**src/rtl/asram_pkg.sv**
```systemverilog
package asram_pkg;

  typedef enum logic [1:0] {
    ST_IDLE    = 2'd0,
    ST_SETUP   = 2'd1,
    ST_ACTIVE  = 2'd2,
    ST_RECOVER = 2'd3
  } seqState_t;

  // take is combinational (request accepted this edge); the rest are
  // registered pin-level strobes
  typedef struct packed {
    logic take;
    logic select;
    logic weOn;
    logic oeOn;
    logic drive;
    logic capture;
  } seqStrb_t;

  function automatic int ceilDiv(input int num, input int den);
    return (num + den - 1) / den;
  endfunction

  function automatic int maxInt(input int a, input int b);
    return (a > b) ? a : b;
  endfunction

endpackage

```
**src/rtl/asram_ctrl.sv**
```systemverilog
module asram_ctrl
  import asram_pkg::*;
#(
  parameter int CLK_NS = 10,
  parameter int WP_NS  = 50,
  parameter int DW_NS  = 30,
  parameter int WC_NS  = 70,
  parameter int AA_NS  = 70,
  parameter int RC_NS  = 70
) (
  input  logic     clk,
  input  logic     rstN,
  input  logic     reqValid,
  input  logic     reqWrite,
  output logic     reqReady,
  output seqStrb_t strb
);

  localparam int WP_C   = ceilDiv(WP_NS, CLK_NS);
  localparam int DW_C   = ceilDiv(DW_NS, CLK_NS);
  localparam int WC_C   = ceilDiv(WC_NS, CLK_NS);
  localparam int AA_C   = ceilDiv(AA_NS, CLK_NS);
  localparam int RC_C   = ceilDiv(RC_NS, CLK_NS);
  // data is driven from the prepare phase on, so the strobe needs DW_C-1
  localparam int WR_ACT = maxInt(maxInt(WP_C, DW_C - 1), maxInt(WC_C - 2, 1));
  localparam int RD_ACT = maxInt(AA_C, maxInt(RC_C - 2, 1));
  localparam int CNT_W  = $clog2(maxInt(WR_ACT, RD_ACT) + 1);

  seqState_t        state, nextState;
  logic [CNT_W-1:0] cnt, nextCnt;
  logic             opWr, nextWr, accept;
  logic             selR, weR, oeR, drvR, capR;

  always_comb begin
    accept    = reqValid && (state == ST_IDLE || state == ST_RECOVER);
    nextState = state;
    nextCnt   = cnt;
    nextWr    = accept ? reqWrite : opWr;
    case (state)
      ST_SETUP: begin
        nextState = ST_ACTIVE;
        nextCnt   = opWr ? CNT_W'(WR_ACT - 1) : CNT_W'(RD_ACT - 1);
      end
      ST_ACTIVE: begin
        if (cnt == '0) nextState = ST_RECOVER;
        else           nextCnt   = cnt - 1'b1;
      end
      default: nextState = accept ? ST_SETUP : ST_IDLE;
    endcase
  end

  always_ff @(posedge clk) begin
    if (!rstN) begin
      state <= ST_IDLE;
      cnt   <= '0;
      opWr  <= 1'b0;
      selR  <= 1'b0;
      weR   <= 1'b0;
      oeR   <= 1'b0;
      drvR  <= 1'b0;
      capR  <= 1'b0;
    end else begin
      state <= nextState;
      cnt   <= nextCnt;
      opWr  <= nextWr;
      selR  <= (nextState != ST_IDLE);
      weR   <= (nextState == ST_ACTIVE) && nextWr;
      oeR   <= (nextState == ST_ACTIVE) && !nextWr;
      drvR  <= (nextState != ST_IDLE) && nextWr;
      capR  <= (nextState == ST_ACTIVE) && !nextWr && (nextCnt == '0);
    end
  end

  assign reqReady = (state == ST_IDLE) || (state == ST_RECOVER);

  always_comb begin
    strb.take    = accept;
    strb.select  = selR;
    strb.weOn    = weR;
    strb.oeOn    = oeR;
    strb.drive   = drvR;
    strb.capture = capR;
  end

endmodule

```
**src/rtl/asram_dpath.sv**
```systemverilog
module asram_dpath
  import asram_pkg::*;
#(
  parameter int ADDR_W = 19,
  parameter int DATA_W = 16,
  parameter int LANES  = DATA_W / 8
) (
  input  logic              clk,
  input  logic              rstN,
  input  seqStrb_t          strb,
  input  logic              reqWrite,
  input  logic [ADDR_W-1:0] reqAddr,
  input  logic [DATA_W-1:0] reqWdata,
  input  logic [LANES-1:0]  reqMask,
  input  logic [DATA_W-1:0] sramDin,
  output logic              rspValid,
  output logic [DATA_W-1:0] rspData,
  output logic [ADDR_W-1:0] sramAddr,
  output logic              sramCe1N,
  output logic              sramCe2,
  output logic              sramWeN,
  output logic              sramOeN,
  output logic [LANES-1:0]  sramByteN,
  output logic [DATA_W-1:0] sramDout,
  output logic              sramDoe
);

  logic [ADDR_W-1:0] addrReg;
  logic [DATA_W-1:0] wdataReg, rdReg;
  logic [LANES-1:0]  maskReg;
  logic              rspReg;

  always_ff @(posedge clk) begin
    if (!rstN) begin
      addrReg  <= '0;
      wdataReg <= '0;
      maskReg  <= '0;
      rdReg    <= '0;
      rspReg   <= 1'b0;
    end else begin
      if (strb.take) begin
        addrReg  <= reqAddr;
        maskReg  <= reqMask;
        if (reqWrite) wdataReg <= reqWdata;
      end
      if (strb.capture) rdReg <= sramDin;
      rspReg <= strb.capture;
    end
  end

  for (genvar lane = 0; lane < LANES; lane++) begin : g_lane
    assign sramByteN[lane] = !(strb.select && maskReg[lane]);
  end

  assign sramAddr = addrReg;
  assign sramDout = wdataReg;
  assign sramDoe  = strb.drive;
  assign sramCe1N = !strb.select;
  assign sramCe2  = strb.select;
  assign sramWeN  = !strb.weOn;
  assign sramOeN  = !strb.oeOn;
  assign rspValid = rspReg;
  assign rspData  = rdReg;

endmodule

```
**src/rtl/asram_seq.sv**
```systemverilog
module asram_seq
  import asram_pkg::*;
#(
  parameter int ADDR_W = 19,
  parameter int DATA_W = 16,
  parameter int CLK_NS = 10,
  parameter int WP_NS  = 50,
  parameter int DW_NS  = 30,
  parameter int WC_NS  = 70,
  parameter int AA_NS  = 70,
  parameter int RC_NS  = 70,
  localparam int LANES = DATA_W / 8
) (
  input  logic              clk,
  input  logic              rstN,
  input  logic              reqValid,
  output logic              reqReady,
  input  logic              reqWrite,
  input  logic [ADDR_W-1:0] reqAddr,
  input  logic [DATA_W-1:0] reqWdata,
  input  logic [LANES-1:0]  reqMask,
  output logic              rspValid,
  output logic [DATA_W-1:0] rspData,
  output logic [ADDR_W-1:0] sramAddr,
  output logic              sramCe1N,
  output logic              sramCe2,
  output logic              sramWeN,
  output logic              sramOeN,
  output logic [LANES-1:0]  sramByteN,
  output logic [DATA_W-1:0] sramDout,
  output logic              sramDoe,
  input  logic [DATA_W-1:0] sramDin
);

  seqStrb_t strb;

  asram_ctrl #(
    .CLK_NS(CLK_NS), .WP_NS(WP_NS), .DW_NS(DW_NS),
    .WC_NS(WC_NS), .AA_NS(AA_NS), .RC_NS(RC_NS)
  ) u_ctrl (
    .clk(clk), .rstN(rstN), .reqValid(reqValid), .reqWrite(reqWrite),
    .reqReady(reqReady), .strb(strb)
  );

  asram_dpath #(.ADDR_W(ADDR_W), .DATA_W(DATA_W), .LANES(LANES)) u_dpath (
    .clk(clk), .rstN(rstN), .strb(strb), .reqWrite(reqWrite),
    .reqAddr(reqAddr), .reqWdata(reqWdata), .reqMask(reqMask),
    .sramDin(sramDin), .rspValid(rspValid), .rspData(rspData),
    .sramAddr(sramAddr), .sramCe1N(sramCe1N), .sramCe2(sramCe2),
    .sramWeN(sramWeN), .sramOeN(sramOeN), .sramByteN(sramByteN),
    .sramDout(sramDout), .sramDoe(sramDoe)
  );

endmodule

```
**config.mk**
```make
export PLATFORM = sky130hd
export DESIGN_NAME = asram_seq
export DESIGN_NICKNAME = d
export VERILOG_FILES = /design/src/rtl/asram_pkg.sv /design/src/rtl/asram_ctrl.sv /design/src/rtl/asram_dpath.sv /design/src/rtl/asram_seq.sv
export SDC_FILE = /design/constraint.sdc
export NUM_CORES = 1
export LEC_CHECK = 0
export ABC_AREA = 1
export CORE_UTILIZATION = 42
export CTS_BUF_LIST = sky130_fd_sc_hd__clkbuf_8
export DETAILED_ROUTE_END_ITERATION = 7
export HOLD_SLACK_MARGIN = 0.12
export PLACE_DENSITY = 0.83
export SYNTH_ARGS = -nofsm -noshare
export SYNTH_HDL_FRONTEND = slang
export SYNTH_SLANG_ARGS = --single-unit
```
**constraint.sdc**
```tcl
create_clock -name clk -period 1.6 [get_ports clk]
set_input_delay 0.24 -clock clk [delete_from_list [all_inputs] [get_ports clk]]
set_output_delay 0.24 -clock clk [all_outputs]
set_load 0.05 [all_outputs]
```
==> reports/metrics.csv <==
metric,value,unit
Slew @ Worst Pin,484,ps
# diodes,0,
routability-driven placement congestion ratio,0.854,
Worst EP arrival,1280,ps
min-delay worst type,register to register,
setup_tns,0,ps
cell area after synthesis,2420,um2
share of the synthesized area in the top cell type,53.8,%
Mapped Cells,308,
Max-cap violations,0,
first-pass GRT wire length,10.2,mm
layout cell share with drive strength beyond 1,21.5,%
Die Wd,77.9,um
drc violations,0,
Simple-Gate Fraction of Synth Area,25.1,%
Final Skew,9.14,ps
core area,5540,um2
Final Max Slew Viols,0,
#FFs+latches synth,65,
port bufs,116,
DRT iter0 DRCs,83,
Die Ht,77.9,um
worst path cell trace,inv_1 -> ha_4 -> buf_12,
vias in the first global route,2242,
largest area contributor in the netlist,dfxtp_1,
Final min period,1520,ps
Final Hold Vio Count,0,
Worst-Skew Late Latency,320,ps
CTS buffer count,9,
Final HPWL DP,4.42,mm
largest net degree at the start of global routing,39,
fin cells,500,
Setup Buffers After CTS,0,
crit path kind,register to primary output,
post-synthesis sequential area ratio,53.8,%
row count,27,
gr usage total,21.5,%
grt total ovfl,0,
Leak,1.63,nW
Boundary Pins,117,
Slew headroom,67.7,%
Worst setup SP type,register,
adder-cell share of the synthesized area,2.07,%
Worst-path clk slew,60,ps
Worst Path Required,1360,ps
Synth Area in Compound Gates,12.2,%
routed vias/inst,4.82,
Worst path top cell family by delay,adder cells,
synth-to-layout area growth,51.9,%
Filler Cells Inserted,500,
drt total wl,6.22,mm
deepest clock path buffer count,2,
CTS H-tree depth,3,
CP Capture Type,primary output,
CTS tree,yes,
Final setup viols,0,
"commonest non-fill, non-tap cell in the layout",nor2_1,
Power Density,1280,nW/um2
Wirelength per Cell,12.4,um
Clock Tree Root,clkbuf_8,
status,finished clean,
main combinational cell family by area after synthesis,simple AND/OR/NAND/NOR gates,
initial core utilization,43.7,%
initial antenna violation count,0,
fraction of synthesized area in multiplexers,0,%
Area contributors post-synth,"dfxtp_1, nor2_1, o21ai_0",
Syn Area/Cell,7.86,um2
hold slack,469,ps
# clock sinks,65,
vias,2410,
Slowest cell on crit path,ha_4,
unrepaired setup endpoints after global routing,no,
Netlist cell types,23,
Peak supply drop,0.569,mV
Syn. warnings,0,
f_max,0.656,GHz
Nets,486,
crit path max fanout,8,
most frequent cells in the layout,"nor2_1, buf_4, dfxtp_1, clkdlybuf4s50_1, nand2_1",
Worst Path Buf+Inv,2,
Antenna Nets Post-Route,0,
XOR/XNOR Fraction of Synth Area,0,%
crit share post-route,95.2,%
Mapped Nets,369,
First-pass DRT Iterations,5,
max incr delay on CP,360,ps
Die ar.,6070,um2
Placed Cells,486,
-- registers in the layout (all words and copies together), names as in the netlist --
signal and cells:
u_ctrl.capR 1, u_ctrl.cnt 3, u_ctrl.drvR 1, u_ctrl.oeR 1, u_ctrl.opWr 1, u_ctrl.selR 1
u_ctrl.state 2, u_ctrl.weR 1, u_dpath.maskReg 2, u_dpath.rspData 16, u_dpath.rspValid 1, u_dpath.sramAddr 19
u_dpath.sramDout 16
-- area by class of cell --
| type | instances | area (um2) | share of cell area (%) |
|---|---|---|---|
| sequential | 65 | 1300 | 35.4 |
| timing repair buffer | 124 | 1100 | 29.8 |
| multi-input combinational | 209 | 977 | 26.6 |
| clock buffer | 9 | 124 | 3.37 |
| tap | 72 | 90.1 | 2.45 |
| inverter | 16 | 60.1 | 1.63 |
| clock inverter | 5 | 26.3 | 0.715 |
-- kinds of logic (layout without fill, tap and decap cells) --
| logic type | after synthesis | count (layout) |
|---|---|---|
| AOI/OAI and AO/OA | 58 | 58 |
| buffers and inverters | 34 | 154 |
| DFF | 65 | 65 |
| adders and majority gates | 4 | 4 |
| and+or+nand+nor | 147 | 147 |
-- metrics by stage --
step	util (%)	setup slack (ps)	area, um2	power (mW)
6_report	66.3	76.7	3670	4.72
3_5_place_dp	63.2	15.0	3500	3.64
4_1_cts	66.1	85.5	3660	4.75
5_1_grt	66.3	1.11	3670	4.99
2_1_floorplan	-	2.10	2420	3.08
3_3_place_gp	63.2	86.7	3500	3.60
-- synth_stat cells --
cell type,number
buf_1,1
nand3_4,1
nand2_1,37
ha_1,4
dfxtp_1,65
a21oi_1,18
clkbuf_2,1
inv_2,3
nor2_1,82
buf_2,3
and2_4,1
nor3_1,2
nand2_2,1
a21oi_2,1
buf_4,1
inv_1,13
o21ai_0,36
o21ai_1,3
clkbuf_1,8
nor4_1,1
nand3_1,20
nor2_2,2
buf_6,4
-- repair_timing --
item	4_1_cts	5_1_grt
hold buffers	0	0
endpoints found under the setup margin	1	1
resized for setup	1	2
-- routing by layer --
| layer | track usage, % | vias up | part of all wire [%] |
|---|---|---|---|
| met4 | 10.7 | 0 | 1.8 |
| met1 | 26.1 | 1065 | 42 |
| met3 | 7.41 | 11 | 9.3 |
| met2 | 33.7 | 111 | 47 |
| li1 | - | 1223 | - |
| met5 | 0 | - | 0 |
-- report_power, final --
group	internal, mW	switching, mW
Combinational	0.584	1.12
Clock	0.530	0.563
Sequential	1.82	0.104
-- final timing paths --
check,start,endpoint,slack [ps],cells after the start
max reg2reg,u_ctrl.state[0],u_ctrl.drvR,120,7
min reg2reg,u_dpath.sramDout[4],u_dpath.sramDout[4],470,2
min,u_dpath.sramDout[4],u_dpath.sramDout[4],470,2
max,u_ctrl.state[0],reqReady,80,3
-- worst min-delay path, cell delays in order (launching register included) --
cell and delay [ps]:
dfxtp_1 310, nand2_1 60, a21oi_1 50
Power figures use the tool's default switching activity.
